$ cat config.mk
export PLATFORM = sky130hd
export DESIGN_NAME = dac_seq_ctrl
export DESIGN_NICKNAME = d
export VERILOG_FILES = /design/src/rtl/dac_seq_pkg.sv /design/src/rtl/dac_seq_fifo.sv /design/src/rtl/dac_seq_engine.sv /design/src/rtl/dac_seq_flags.sv /design/src/rtl/dac_seq_ctrl.sv
export SDC_FILE = /design/constraint.sdc
export NUM_CORES = 1
export LEC_CHECK = 0
export BUFFER_PORTS_ARGS = -buffer_cell sky130_fd_sc_hd__clkbuf_2
export CAP_MARGIN = 10
export CORE_MARGIN = 2
export CORE_UTILIZATION = 40
export CTS_CLUSTER_DIAMETER = 40
export DETAILED_ROUTE_END_ITERATION = 8
export GPL_ROUTABILITY_DRIVEN = 0
export PLACE_DENSITY_LB_ADDON = 0.12
export SLEW_MARGIN = 20
export SYNTH_ARGS = -nofsm -noshare
export SYNTH_HDL_FRONTEND = slang
export SYNTH_SLANG_ARGS = --single-unit
$ cat constraint.sdc
create_clock -name clk -period 3 [get_ports clk]
set_input_delay 0.45 -clock clk [delete_from_list [all_inputs] [get_ports clk]]
set_output_delay 0.45 -clock clk [all_outputs]
set_load 0.005 [all_outputs]
$ cat src/rtl/dac_seq_pkg.sv
package dac_seq_pkg;
    localparam int REG_AW = 4;
    localparam int REG_DW = 32;
    localparam int FLAG_W = 7;
    localparam int STICKY_W = 4;

    localparam logic [REG_AW-1:0] ADR_TRIG   = 4'd0;
    localparam logic [REG_AW-1:0] ADR_CONV   = 4'd1;
    localparam logic [REG_AW-1:0] ADR_SAMPLE = 4'd2;
    localparam logic [REG_AW-1:0] ADR_FLUSH  = 4'd3;
    localparam logic [REG_AW-1:0] ADR_STAT   = 4'd4;
    localparam logic [REG_AW-1:0] ADR_LEVEL  = 4'd5;
    localparam logic [REG_AW-1:0] ADR_FLGEN  = 4'd6;
    localparam logic [REG_AW-1:0] ADR_RAW    = 4'd7;
    localparam logic [REG_AW-1:0] ADR_MASKED = 4'd8;
    localparam logic [REG_AW-1:0] ADR_CLR    = 4'd9;

    localparam int BIT_SW_GO   = 0;
    localparam int BIT_PIN_EN  = 10;
    localparam int BIT_SW_EN   = 11;
    localparam int BIT_SETTLE  = 5;
    localparam int BIT_CONV_EN = 8;
    localparam int BIT_BUSY    = 7;

    typedef struct packed {
        logic terr;
        logic done;
        logic uflow;
        logic ovf;
    } sticky_t;
endpackage

$ cat src/rtl/dac_seq_fifo.sv
module dac_seq_fifo #(
    parameter int DEPTH = 32,
    parameter int DW    = 12,
    localparam int PW   = $clog2(DEPTH),
    localparam int CW   = PW + 1
) (
    input  logic          clk,
    input  logic          rst_n,
    input  logic          push,
    input  logic [DW-1:0] push_data,
    input  logic          pop,
    input  logic          flush,
    output logic [DW-1:0] head,
    output logic [CW-1:0] count,
    output logic          empty,
    output logic          full,
    output logic          push_drop
);
    typedef struct packed {
        logic [PW-1:0] wr_ptr;
        logic [PW-1:0] rd_ptr;
        logic [CW-1:0] count;
    } fifo_st_t;

    fifo_st_t      st_d, st_q;
    logic [DW-1:0] mem_q [DEPTH];
    logic          do_push, do_pop;

    function automatic logic [PW-1:0] ptr_next(input logic [PW-1:0] p);
        return (p == PW'(DEPTH - 1)) ? '0 : p + PW'(1);
    endfunction

    always_comb begin
        empty     = (st_q.count == '0);
        full      = (st_q.count == CW'(DEPTH));
        do_push   = push && !full;
        do_pop    = pop && !empty;
        push_drop = push && full;
        st_d      = st_q;
        if (do_push) st_d.wr_ptr = ptr_next(st_q.wr_ptr);
        if (do_pop)  st_d.rd_ptr = ptr_next(st_q.rd_ptr);
        st_d.count = st_q.count + CW'(do_push) - CW'(do_pop);
        if (flush) st_d = '0;
        head  = mem_q[st_q.rd_ptr];
        count = st_q.count;
    end

    always_ff @(posedge clk or negedge rst_n) begin
        if (!rst_n) st_q <= '0;
        else        st_q <= st_d;
    end

    always_ff @(posedge clk) begin
        if (do_push) mem_q[st_q.wr_ptr] <= push_data;
    end

    assert_no_overflow_R3: assert property (@(posedge clk) disable iff (!rst_n)
        st_q.count <= CW'(DEPTH));
    assert_full_drop_R3: assert property (@(posedge clk) disable iff (!rst_n)
        (push && full && !pop && !flush) |=> (count == CW'(DEPTH)));
    assert_flush_empty_R9: assert property (@(posedge clk) disable iff (!rst_n)
        flush |=> empty);
endmodule

$ cat src/rtl/dac_seq_engine.sv
module dac_seq_engine #(
    parameter int DW = 12,
    parameter int SW = 3
) (
    input  logic          clk,
    input  logic          rst_n,
    input  logic          trig,
    input  logic          fifo_empty,
    input  logic [DW-1:0] fifo_head,
    input  logic          us_tick,
    input  logic [SW-1:0] settle,
    output logic          pop,
    output logic [DW-1:0] out_data,
    output logic          out_load,
    output logic          busy,
    output logic          done_set,
    output logic          uflow_set,
    output logic          terr_set
);
    typedef struct packed {
        logic          busy;
        logic [SW-1:0] ticks;
        logic [DW-1:0] data;
        logic          load;
    } eng_st_t;

    eng_st_t st_d, st_q;
    logic    accept;

    always_comb begin
        accept    = trig && !st_q.busy && !fifo_empty;
        terr_set  = trig && st_q.busy;
        uflow_set = trig && !st_q.busy && fifo_empty;
        pop       = accept;
        done_set  = 1'b0;
        st_d      = st_q;
        st_d.load = 1'b0;
        if (accept) begin
            st_d.busy  = 1'b1;
            st_d.ticks = '0;
            st_d.data  = fifo_head;
            st_d.load  = 1'b1;
        end else if (st_q.busy && us_tick) begin
            if (st_q.ticks >= settle) begin
                st_d.busy = 1'b0;
                done_set  = 1'b1;
            end else begin
                st_d.ticks = st_q.ticks + SW'(1);
            end
        end
        out_data = st_q.data;
        out_load = st_q.load;
        busy     = st_q.busy;
    end

    always_ff @(posedge clk or negedge rst_n) begin
        if (!rst_n) st_q <= '0;
        else        st_q <= st_d;
    end

    assert_load_busy_R2: assert property (@(posedge clk) disable iff (!rst_n)
        out_load |-> busy);
    assert_release_on_tick_R5: assert property (@(posedge clk) disable iff (!rst_n)
        $fell(busy) |-> $past(us_tick));
    assert_err_no_pop_R6: assert property (@(posedge clk) disable iff (!rst_n)
        terr_set |-> !pop);
    assert_uflow_no_load_R7: assert property (@(posedge clk) disable iff (!rst_n)
        (uflow_set && !accept) |=> !out_load);
endmodule

$ cat src/rtl/dac_seq_flags.sv
module dac_seq_flags
    import dac_seq_pkg::*;
#(
    parameter int DEPTH = 32,
    parameter int LW    = 5,
    localparam int CW   = $clog2(DEPTH) + 1
) (
    input  logic                clk,
    input  logic                rst_n,
    input  logic [CW-1:0]       count,
    input  logic [LW-1:0]       level,
    input  sticky_t             set,
    input  sticky_t             clr,
    input  logic [FLAG_W-1:0]   enable,
    output logic [FLAG_W-1:0]   raw,
    output logic [FLAG_W-1:0]   masked,
    output logic                irq
);
    sticky_t sticky_d, sticky_q;
    logic    lvl_hit;

    always_comb begin
        sticky_d = (sticky_q & ~clr) | set;
        if (CW > LW) lvl_hit = (count <= CW'(level));
        else         lvl_hit = (LW'(count) <= level);
        raw    = {lvl_hit, sticky_q, (count == CW'(DEPTH)), (count == '0)};
        masked = raw & enable;
        irq    = |masked;
    end

    always_ff @(posedge clk or negedge rst_n) begin
        if (!rst_n) sticky_q <= '0;
        else        sticky_q <= sticky_d;
    end

    assert_clear_ovf_R9: assert property (@(posedge clk) disable iff (!rst_n)
        (clr.ovf && !set.ovf) |=> !raw[2]);
    assert_sticky_terr_R6: assert property (@(posedge clk) disable iff (!rst_n)
        (sticky_q.terr && !clr.terr) |=> sticky_q.terr);
    assert_irq_masked_R10: assert property (@(posedge clk) disable iff (!rst_n)
        (enable == '0) |-> !irq);
endmodule

$ cat src/rtl/dac_seq_ctrl.sv
module dac_seq_ctrl
    import dac_seq_pkg::*;
#(
    parameter int DEPTH     = 32,
    parameter int SAMPLE_W  = 12,
    parameter int SETTLE_W  = 3,
    parameter int LEVEL_W   = 5,
    parameter int LEVEL_RST = 16,
    localparam int CW       = $clog2(DEPTH) + 1
) (
    input  logic                clk,
    input  logic                rst_n,
    input  logic                reg_wr,
    input  logic [REG_AW-1:0]   reg_addr,
    input  logic [REG_DW-1:0]   reg_wdata,
    output logic [REG_DW-1:0]   reg_rdata,
    input  logic                trig_in,
    input  logic                us_tick,
    output logic [SAMPLE_W-1:0] dac_data,
    output logic                dac_load,
    output logic                irq
);
    typedef struct packed {
        logic                pin_en;
        logic                sw_en;
        logic                conv_en;
        logic [SETTLE_W-1:0] settle;
        logic [LEVEL_W-1:0]  level;
        logic [FLAG_W-1:0]   flag_en;
        logic                pin_prev;
    } cfg_t;

    cfg_t               cfg_d, cfg_q;
    logic               wr_trig, wr_conv, wr_sample, wr_flush, wr_level, wr_flgen, wr_clr;
    logic               trig_req;
    logic [SAMPLE_W-1:0] head;
    logic [CW-1:0]      count;
    logic               empty, full, push_drop, pop, busy;
    logic               done_set, uflow_set, terr_set;
    sticky_t            set_v, clr_v;
    logic [FLAG_W-1:0]  raw, masked;
    logic               unused_wdata;

    assign unused_wdata = ^reg_wdata;

    always_comb begin
        wr_trig   = reg_wr && (reg_addr == ADR_TRIG);
        wr_conv   = reg_wr && (reg_addr == ADR_CONV);
        wr_sample = reg_wr && (reg_addr == ADR_SAMPLE);
        wr_flush  = reg_wr && (reg_addr == ADR_FLUSH) && reg_wdata[0];
        wr_level  = reg_wr && (reg_addr == ADR_LEVEL);
        wr_flgen  = reg_wr && (reg_addr == ADR_FLGEN);
        wr_clr    = reg_wr && (reg_addr == ADR_CLR);

        trig_req = cfg_q.conv_en &&
                   ((trig_in && !cfg_q.pin_prev && cfg_q.pin_en) ||
                    (wr_trig && reg_wdata[BIT_SW_GO] && cfg_q.sw_en));

        cfg_d          = cfg_q;
        cfg_d.pin_prev = trig_in;
        if (wr_trig) begin
            cfg_d.pin_en = reg_wdata[BIT_PIN_EN];
            cfg_d.sw_en  = reg_wdata[BIT_SW_EN];
        end
        if (wr_conv) begin
            cfg_d.conv_en = reg_wdata[BIT_CONV_EN];
            cfg_d.settle  = reg_wdata[BIT_SETTLE +: SETTLE_W];
        end
        if (wr_level) cfg_d.level   = reg_wdata[LEVEL_W-1:0];
        if (wr_flgen) cfg_d.flag_en = reg_wdata[FLAG_W-1:0];

        clr_v = wr_clr ? sticky_t'(reg_wdata[STICKY_W-1:0]) : '0;
        set_v = '{terr: terr_set, done: done_set, uflow: uflow_set, ovf: push_drop};

        reg_rdata = '0;
        case (reg_addr)
            ADR_TRIG: begin
                reg_rdata[BIT_PIN_EN] = cfg_q.pin_en;
                reg_rdata[BIT_SW_EN]  = cfg_q.sw_en;
            end
            ADR_CONV: begin
                reg_rdata[BIT_SETTLE +: SETTLE_W] = cfg_q.settle;
                reg_rdata[BIT_CONV_EN]            = cfg_q.conv_en;
            end
            ADR_STAT: begin
                reg_rdata[CW-1:0]   = count;
                reg_rdata[BIT_BUSY] = busy;
            end
            ADR_LEVEL:  reg_rdata[LEVEL_W-1:0] = cfg_q.level;
            ADR_FLGEN:  reg_rdata[FLAG_W-1:0]  = cfg_q.flag_en;
            ADR_RAW:    reg_rdata[FLAG_W-1:0]  = raw;
            ADR_MASKED: reg_rdata[FLAG_W-1:0]  = masked;
            default:    reg_rdata = '0;
        endcase
    end

    always_ff @(posedge clk or negedge rst_n) begin
        if (!rst_n) begin
            cfg_q       <= '0;
            cfg_q.level <= LEVEL_W'(LEVEL_RST);
        end else begin
            cfg_q <= cfg_d;
        end
    end

    dac_seq_fifo #(.DEPTH(DEPTH), .DW(SAMPLE_W)) u_fifo (
        .clk       (clk),
        .rst_n     (rst_n),
        .push      (wr_sample),
        .push_data (reg_wdata[SAMPLE_W-1:0]),
        .pop       (pop),
        .flush     (wr_flush),
        .head      (head),
        .count     (count),
        .empty     (empty),
        .full      (full),
        .push_drop (push_drop)
    );

    dac_seq_engine #(.DW(SAMPLE_W), .SW(SETTLE_W)) u_engine (
        .clk        (clk),
        .rst_n      (rst_n),
        .trig       (trig_req),
        .fifo_empty (empty),
        .fifo_head  (head),
        .us_tick    (us_tick),
        .settle     (cfg_q.settle),
        .pop        (pop),
        .out_data   (dac_data),
        .out_load   (dac_load),
        .busy       (busy),
        .done_set   (done_set),
        .uflow_set  (uflow_set),
        .terr_set   (terr_set)
    );

    dac_seq_flags #(.DEPTH(DEPTH), .LW(LEVEL_W)) u_flags (
        .clk    (clk),
        .rst_n  (rst_n),
        .count  (count),
        .level  (cfg_q.level),
        .set    (set_v),
        .clr    (clr_v),
        .enable (cfg_q.flag_en),
        .raw    (raw),
        .masked (masked),
        .irq    (irq)
    );

    assert_gated_trigger_R4: assert property (@(posedge clk) disable iff (!rst_n)
        !cfg_q.conv_en |=> !dac_load);
    assert_full_flag_R8: assert property (@(posedge clk) disable iff (!rst_n)
        raw[1] |-> !raw[0]);
endmodule

==> results by group, run 1 <==
CTS
  • Clock slew seen by the registers of the worst setup and hold paths: 0.05 ns
  • TritonCTS Sinks: 440
  • H-Tree Depth: 2
  • Max Root-Sink Buffers: 3
  • Root Driver: clkbuf_16
  • Num CTS Buffers: 60
  • CTS tree: yes
  • Skew-Pair Late Insertion Delay: 0.61 ns

Layout
  • ANT cells: 0
  • Final Cell Area: 0.0218 mm²
  • P&R area growth vs syn: 18.5%
  • Ratio of cells with drive above 1 in the final layout: 0.286
  • Final nets: 1255
  • Fillers: 3860

Timing
  • Max-slew headroom: 0.363
  • RSZ-0062 raised after global routing: false
  • Slew Viols, Final: 0
  • Worst slew pin tran: 0.956 ns
  • Fin crit period: 2.83 ns
  • Final hold violation count: 0
  • F_max: 354 MHz
  • Skew final: 0.0249 ns
  • Setup Total Neg Slack: 0 ns
  • Setup Viol. Count Final: 0
  • Final period utilization: 0.942
  • Setup ws final: 0.173 ns
  • Hold_ws: 0.156 ns

Yosys
  • Post-synthesis instance area: 0.0184 mm²
  • Share of the synthesized area in the top cell type: 0.628
  • Cells after Synth: 1061
  • Post-synthesis cell type count: 59
  • Number of synthesized flops with an enable pin: 384
  • Main flop type after synthesis: edfxtp_1
  • Avg Inst Size Synth: 17.3 µm²
  • Sequential area share after synthesis: 0.704
  • Yosys top cell by area: edfxtp_1
  • Ys async rst share: 0.127
  • Synth area leaders: edfxtp_1 63%, mux4_2 9.6%, dfrtp_1 7.5%
  • Register bit total from synthesis: 440
  • Ys Warns: 0

Critical path
  • CP max stage cell: dfrtp_1
  • Crit Path Class: flop to primary output
  • Startpoint types: flop
  • Reg2reg setup slack: 0.29 ns
  • Most used cell, CP: nor2b_1
  • Worst Path Required: 2.55 ns
  • Endpoint class of the critical path: primary output
  • Largest fanout on the critical path: 5
  • CP peak stage delay: 0.39 ns
  • Worst EP arrival: 2.38 ns
  • CP Cell Sequence: buf_4 > ha_1 > nor2b_1 > nor2b_1 > o21ai_0 > a32oi_1 > o22ai_1 > clkbuf_2

Drt
  • DRC viols: 0
  • WL/cell: 24.1 µm
  • Drt pass-1 iters: 5
  • Antenna-violating nets left: 0
  • DRT iter0 DRCs: 742
  • Routed WL: 44200 µm
  • Via/cell ratio: 5.31
  • Via count: 9762

GRT
  • Vias in the first global route: 10200
  • Initial antenna violation count: 2
  • Met3 Use GR: 0.0301
  • GRT met2 Usage: 0.310
  • Grt peak-use layer: met2
  • Met1 Usage GRT: 0.259
  • Largest net degree at the start of global routing: 38
  • GR Util All Layers: 0.191
  • Total grt overflow: 0
  • First-pass GRT wire length: 66100 µm

Power and ir drop
  • Total power: 17.9 mW
  • Leakage: 7.53 nW
  • Pwr Density: 822 mW/mm²
  • Peak supply drop: 0.000548 V

Placement
  • DP Wirelength: 27800 µm
  • Cell Area, Placed: 0.0196 mm²
  • Pre-CTS setup slack: -0.0596 ns
  • # port buffers: 45

Die
  • Die Footprint: 0.0476 mm²
  • Die height: 218 µm
  • Initial Util: 0.405
  • Rows: 78
  • Num ports: 87
  • Die W: 218 µm
  • Core region area: 0.0454 mm²

Run
  • Max-Cap Viols: 0

Worst hold path
  • Worst Hold Class: input port to flop

Run status
  • Status: completed
==> worst paths after layout <==
check | startpoint | endpoint | depth (start not counted)
worst max-delay path | u_fifo.count[1] | reg_rdata[6] | 8
worst min-delay path | us_tick | u_flags.raw[4] | 2
worst max register to register | u_fifo.count[2] | u_fifo.count[4] | 17
worst min register to register | u_engine.out_data[0] | u_engine.out_data[0] | 1
max in group asynchronous | rst_n | u_fifo.st_q[7] | 3
min in group asynchronous | rst_n | cfg_q[0] | 2
==> area by class of cell <==
cell class              instances  area (µm²)  area share
clock buffers                  69        1580      0.0725
clock inverters                42         513      0.0236
inverters                      29         118     0.00541
multi-input cells             528        4880       0.224
flip-flops and latches        440       12900       0.595
well taps                     600         751      0.0345
repair buffers                129         973      0.0448
==> worst max-delay path: cells and delay by family, from the launching register on <==
kind	cells	cell delay, ns
DFF	1	0.39
and+or+nand+nor	2	0.29
buffers and inverters	2	0.31
adders and majority gates	1	0.27
AOI/OAI and AO/OA	3	0.53
==> where the power goes <==
part	internal, mW	leakage [nW]	total, mW	switching (mW)
logic	1.67	2.39	3.35	1.67
clock network	4.63	0.995	7.33	2.69
registers	6.92	4.15	7.21	0.285
total	13.2	7.53	17.9	4.65
==> cell families (layout without fill, tap and decap cells) <==
kind of cell               after synthesis  after routing  share of synthesized area
adders and majority gates               26             26                     0.0181
xor gates and xnor gates                 6              6                    0.00286
DFF                                    440            440                      0.704
AOI/OAI and AO/OA                      143            143                     0.0508
and+or+nand+nor                        171            171                     0.0457
muxes                                  161            161                      0.143
other                                    1             21                   0.000204
buffers and inverters                  113            269                     0.0345
==> per-stage QoR <==
| step | util | cells |
|---|---|---|
| final | 0.479 | 1837 |
| after global routing | 0.479 | 1837 |
| after CTS | 0.479 | 1837 |
| after detailed placement | 0.433 | 1724 |
| after global placement | 0.433 | 1724 |
| after floorplan | - | 1081 |
==> repair_timing <==
action,in CTS,in global routing
hold endpoints to repair,13,0
gates resized for setup,0,2
buffers inserted,0,0
hold buffers,2,0
endpoints found under the setup margin,0,2
==> placed cells by master (no fill, tap or decap), types with 11 or more instances in the layout <==
cell type and n:
mux4_2 78, clkbuf_16 61, conb_1 21, mux2_2 36
a21oi_1 46, mux2i_1 47, o21ai_0 18, buf_4 73
a22oi_1 20, nor2_1 73, nand2b_1 11, edfxtp_1 384
dfrtp_1 53, ha_1 25, a221oi_1 13, nand2_1 32
clkbuf_2 44, inv_1 25
==> layer usage <==
| layer | vias to the layer above | part of all wire |
|---|---|---|
| met4 | 0 | 0.035 |
| met2 | 268 | 0.48 |
| met3 | 85 | 0.048 |
| met1 | 5013 | 0.44 |
| met5 | - | 0 |
| li1 | 4396 | - |
==> Yosys cell counts, drive strengths merged (10+ instances only) <==
cell,n
nand2,32
mux4,78
o21ai,18
a21oi,47
mux2i,47
nand2b,11
inv,25
a22oi,20
edfxtp,384
clkbuf,24
mux2,36
nor2,73
o22ai,10
buf,60
ha,25
dfrtp,55
a221oi,13
==> state kept, by name, summed over array words and instances, names as in the netlist <==
signal	count
u_engine.st_q	3
cfg_q	19
u_fifo.count	6
u_flags.raw	4
u_engine.out_data	12
u_engine.busy	1
u_fifo.mem_q	384
u_engine.out_load	1
u_fifo.st_q	10
No activity file was read; power rests on OpenSTA's default activity.
==> run 2: changes to the inputs <==
RECOVER_POWER = 50   (was unset)
==> results by group, run 2 (synthesis results as in run 1) <==
GRT
  • Largest net degree at the start of global routing: 38
  • Vias in the first global route: 10200
  • First-pass GRT wire length: 66100 µm
  • Total grt overflow: 0
  • GR Util All Layers: 0.191
  • Initial antenna violation count: 2

CTS
  • TritonCTS Sinks: 440
  • CTS tree: yes
  • Postcts setup bufs: 0
  • Max Root-Sink Buffers: 3
  • Clock slew seen by the registers of the worst setup and hold paths: 0.05 ns
  • Num CTS Buffers: 60
  • H-Tree Depth: 2
  • Skew-Pair Late Insertion Delay: 0.61 ns
  • Root Driver: clkbuf_16

Layout
  • ANT cells: 0
  • Max FFs per register: 384
  • Commonest non-fill, non-tap cells in the layout: 384 x edfxtp_1, 78 x mux4_2, 73 x nor2_1, 70 x buf_4, 61 x clkbuf_16
  • Final nets: 1255
  • P&R area growth vs syn: 18.3%
  • Final Cell Area: 0.0217 mm²
  • Fillers: 3865
  • Reg with most FFs: u_fifo.mem_q
  • Commonest non-fill, non-tap cell in the layout: edfxtp_1
  • Non-Filler Instances: 1837
  • Ratio of cells with drive above 1 in the final layout: 0.274

Timing
  • Worst slew pin tran: 2.06 ns
  • Final period utilization: 0.934
  • F_max: 357 MHz
  • RSZ-0062 raised after global routing: false
  • Skew final: 0.0234 ns
  • Setup Viol. Count Final: 0
  • Final hold violation count: 0
  • Setup ws final: 0.197 ns
  • Fin crit period: 2.80 ns
  • Slew Viols, Final: 352
  • Max-slew headroom: -0.371

Power and ir drop
  • Sw frac: 0.260
  • Clock share of power: 0.410
  • Leakage: 7.49 nW
  • Internal Dissipation: 13.2 mW
  • Net Sw Power: 4.65 mW
  • Total power: 17.9 mW
  • Seq pwr share: 0.403
  • Peak supply drop: 0.000548 V
  • Pwr Density: 823 mW/mm²
  • Comb pwr share: 0.187

Drt
  • Antenna-violating nets left: 0
  • WL/cell: 24.0 µm
  • DRT iter0 DRCs: 730
  • Drt pass-1 iters: 5
  • Via/cell ratio: 5.30
  • DRC viols: 0
  • Via count: 9738
  • Routed WL: 44200 µm

Placement
  • Pre-CTS setup slack: -0.0596 ns
  • Placed insts: 1724
  • DP Wirelength: 27800 µm
  • # port buffers: 45
  • Cell Area, Placed: 0.0196 mm²

Die
  • Rows: 78
  • Initial Util: 0.405
  • Core region area: 0.0454 mm²
  • Die W: 218 µm
  • Num ports: 87
  • Die height: 218 µm
  • Die Footprint: 0.0476 mm²

Critical path
  • CP Cell Sequence: buf_4 > ha_1 > nor2b_1 > nor2b_1 > o21ai_0 > a32oi_1 > o22ai_1 > clkbuf_2
  • Buf+Inv Stages, Crit Path: 2
  • Delay-heaviest family, CP: compound AO/OA/AOI/OAI gates
  • Crit Path Class: flop to primary output
  • Startpoint types: flop
  • Largest fanout on the critical path: 5
  • Worst EP arrival: 2.35 ns
  • Most used cell, CP: nor2b_1
  • CP peak stage delay: 0.39 ns
  • Endpoint class of the critical path: primary output
  • Worst Path Required: 2.55 ns
  • CP max stage cell: dfrtp_1

Run status
  • Failing checks: max-capacitance violations, max-slew violations
  • Status: complete, but fails checks

Run
  • Max-Cap Viols: 10

Worst hold path
  • Worst Hold Class: input port to flop
-- run 2: cell count changes in the layout (fill, tap and decap cells not counted), sizes merged --
cell,before,now
buf,83,79
clkbuf,113,117
-- run 2: worst paths after layout --
path	slack (ns)	endpoint	cells after the start	start
worst min-delay path	0.16	u_flags.raw[4]	2	us_tick
min in group asynchronous	0.49	cfg_q[0]	2	rst_n
worst max register to register	0.28	u_fifo.count[4]	17	u_fifo.count[2]
worst min register to register	0.50	u_engine.out_data[0]	1	u_engine.out_data[0]
max in group asynchronous	1.01	u_fifo.st_q[7]	3	rst_n
worst max-delay path	0.20	reg_rdata[6]	8	u_fifo.count[1]
-- run 2: layout make-up --
cell class | instances | area (µm²) | share of cell area
Clock buffer | 69 | 1580 | 0.0726
Inverter | 29 | 118 | 0.00541
Tap cell | 600 | 751 | 0.0346
Timing Repair Buffer | 129 | 947 | 0.0436
Multi-Input combinational cell | 528 | 4880 | 0.225
Clock inverter | 42 | 513 | 0.0236
Sequential cell | 440 | 12900 | 0.596
-- run 2: power groups by stage --
stage               combinational, mW  clock [mW]  sequential, mW
floorplan                        2.47           0            7.18
global placement                 3.37           0            7.33
detailed placement               3.38           0            7.33
CTS                              3.40        7.45            7.21
global route                     3.66        7.71            7.25
finish                           3.34        7.33            7.21
-- run 2: metal layers --
metal  wire (µm)  track usage
met1       19300        0.259
met3        2120       0.0301
met5           0            0
met4        1300       0.0755
met2       21400        0.310
-- run 2: worst reg2reg max path, delay by kind of cell (launching register included) --
kind                       cells  cell delay [ns]
DFF                            1             0.38
buffers and inverters          5             0.33
xor gates and xnor gates       1             0.12
AOI/OAI and AO/OA              1             0.06
and+or+nand+nor                6             0.73
adders and majority gates      4             0.94
-- run 2: per-stage QoR --
| stage | util | hold slack (ns) | setup TNS [ns] |
|---|---|---|---|
| 6_report | 0.479 | 0.156 | 0 |
| 5_1_grt | 0.479 | 0.172 | 0 |
| 4_1_cts | 0.479 | 0.135 | 0 |
| 3_5_place_dp | 0.433 | 0.387 | -0.0596 |
| 3_3_place_gp | 0.433 | 0.383 | 0 |
| 2_1_floorplan | - | 0.154 | 0 |
-- run 2: timing repair --
action	4_1_cts	5_1_grt
endpoints found under the setup margin	0	2
hold buffers	2	0
endpoints found under the hold margin	13	0
resized for setup	0	2
==> run 3: changes to the inputs <==
clock period = 3.27 ns   (was 3 ns; I/O delays follow)
==> results by group, run 3 (synthesis results as in run 1) <==
Layout
  • Final nets: 1241
  • Reg with most FFs: u_fifo.mem_q
  • Fillers: 3900
  • Ratio of cells with drive above 1 in the final layout: 0.267
  • Max FFs per register: 384
  • P&R area growth vs syn: 18.8%
  • Commonest non-fill, non-tap cell in the layout: edfxtp_1
  • Register area: 0.0129 mm²
  • Area of the multi-input gates: 0.00487 mm²
  • Commonest non-fill, non-tap cells in the layout: 384 x edfxtp_1, 78 x mux4_2, 75 x clkbuf_16, 73 x nor2_1, 53 x dfrtp_1

Run
  • Max-Cap Viols: 13

Timing
  • Fin crit period: 2.84 ns
  • Final period utilization: 0.868
  • Slew Viols, Final: 454
  • RSZ-0062 raised after global routing: false
  • Skew final: 0.0291 ns
  • Worst slew pin tran: 1.93 ns
  • F_max: 352 MHz
  • Max-slew headroom: -0.287
  • Setup ws final: 0.431 ns
  • Setup Total Neg Slack: 0 ns
  • Setup Viol. Count Final: 0
  • Final hold violation count: 0

Worst hold path
  • Hold_sp: trig_in
  • Worst Hold Class: input port to flop

Critical path
  • Crit Path Class: flop to flop
  • Critical Path Start: u_fifo.count[3]
  • Worst Path Required: 3.70 ns
  • Startpoint types: flop
  • Worst EP arrival: 3.27 ns
  • Endpoint class of the critical path: flop
  • Largest fanout on the critical path: 4
  • R2r startpoint: u_fifo.count[3]

Drt
  • Drt pass-1 iters: 5
  • DRT iter0 DRCs: 1005
  • Via/cell ratio: 5.34
  • Antenna-violating nets left: 0
  • Via count: 9783
  • Routed WL: 43200 µm
  • WL/cell: 23.6 µm
  • DRC viols: 0

Run status
  • Status: complete, but fails checks
  • Failing checks: max-capacitance violations, max-slew violations

CTS
  • CTS tree: yes
  • Max Root-Sink Buffers: 3
  • Root Driver: clkbuf_16
  • H-Tree Depth: 3
  • Num CTS Buffers: 71
  • # hold bufs at CTS: 0
  • Postcts setup bufs: 0
  • Skew-Pair Late Insertion Delay: 0.57 ns
  • TritonCTS Sinks: 440
  • Clock slew seen by the registers of the worst setup and hold paths: 0.05 ns

Placement
  • DP Wirelength: 26400 µm
  • Pre-CTS setup slack: 0.154 ns
  • # port buffers: 45

GRT
  • First-pass GRT wire length: 64900 µm
  • Total grt overflow: 0
  • Initial antenna violation count: 1
  • Vias in the first global route: 9927
  • Largest net degree at the start of global routing: 74
  • GR Util All Layers: 0.187

Die
  • Die height: 218 µm
  • Rows: 78
  • Core region area: 0.0454 mm²
  • Die Footprint: 0.0476 mm²
  • Num ports: 87
  • Die W: 218 µm
  • Initial Util: 0.405

Power and ir drop
  • Peak supply drop: 0.000402 V
  • Pwr Density: 782 mW/mm²
  • Leakage: 7.54 nW
==> run 3: cell types whose count changed in the layout (fill, tap and decap cells not counted), sizes merged <==
cell         previous run  this run
clkbuf                117       133
clkinv                 22        28
dlygate4sd3             2         0
bufinv                 10         8
clkinvlp               10         5
inv                    29        32
buf                    79        56
diode                   0         1
==> run 3: critical path, stage by stage, from the launching register on <==
cell and delay (ns):
dfrtp_1 0.42, inv_1 0.10, ha_1 0.15, nor3b_2 0.21
nand2_1 0.16, nand2_1 0.12, clkinv_1 0.09, ha_1 0.27
inv_1 0.06, ha_1 0.16, inv_1 0.06, fa_1 0.43
inv_1 0.07, a21oi_1 0.06, nor2_1 0.09, nor2_1 0.05
xor2_1 0.13, nor2_1 0.06
==> run 3: metrics by stage <==
step           instances  utilization  total power, mW  area (µm²)  hold slack (ns)
6_report            1831        0.481             17.1       21800           0.0605
5_1_grt             1830        0.481             17.8       21800           0.0475
4_1_cts             1830        0.481             17.3       21800           0.0291
3_5_place_dp        1701        0.427             9.69       19400            0.475
3_3_place_gp        1701        0.427             9.67       19400            0.468
2_1_floorplan       1081            -             8.84       18400            0.195
==> run 3: repair_timing <==
action / 4_1_cts / 5_1_grt
hold endpoints to repair: 0 / 0
resized for setup: 0 / 1
setup endpoints to repair: 0 / 1
==> run 3: power by group <==
group	total (mW)	switching, mW	internal (mW)
sequential	6.63	0.275	6.36
clock	7.51	2.61	4.91
combinational	2.91	1.48	1.43
total	17.1	4.36	12.7
==> run 3: routing by layer <==
metal / part of all wire / track usage / wire length, µm
met1: 0.46 / 0.272 / 19900
met2: 0.47 / 0.289 / 20100
met3: 0.056 / 0.0344 / 2440
met4: 0.016 / 0.0524 / 705
met5: 0 / 0 / 0
==> run 3: final timing paths <==
check | endpoint | slack [ns] | depth (start not counted)
max | u_fifo.count[4] | 0.43 | 17
max reg2reg | u_fifo.count[4] | 0.43 | 17
min | cfg_q[0] | 0.06 | 1
max in group asynchronous | u_engine.out_data[3] | 1.17 | 2
min in group asynchronous | u_fifo.count[3] | 0.45 | 1
min reg2reg | u_engine.out_data[0] | 0.49 | 1
==> run 3: cell type report <==
class | instances | area share
Sequential cell | 440 | 0.593
Multi-Input combinational cell | 528 | 0.223
Clock buffer | 85 | 0.0896
Tap cell | 600 | 0.0344
Timing Repair Buffer | 104 | 0.0322
Clock inverter | 44 | 0.0219
Inverter | 29 | 0.00499
Antenna cell | 1 | 0.000115
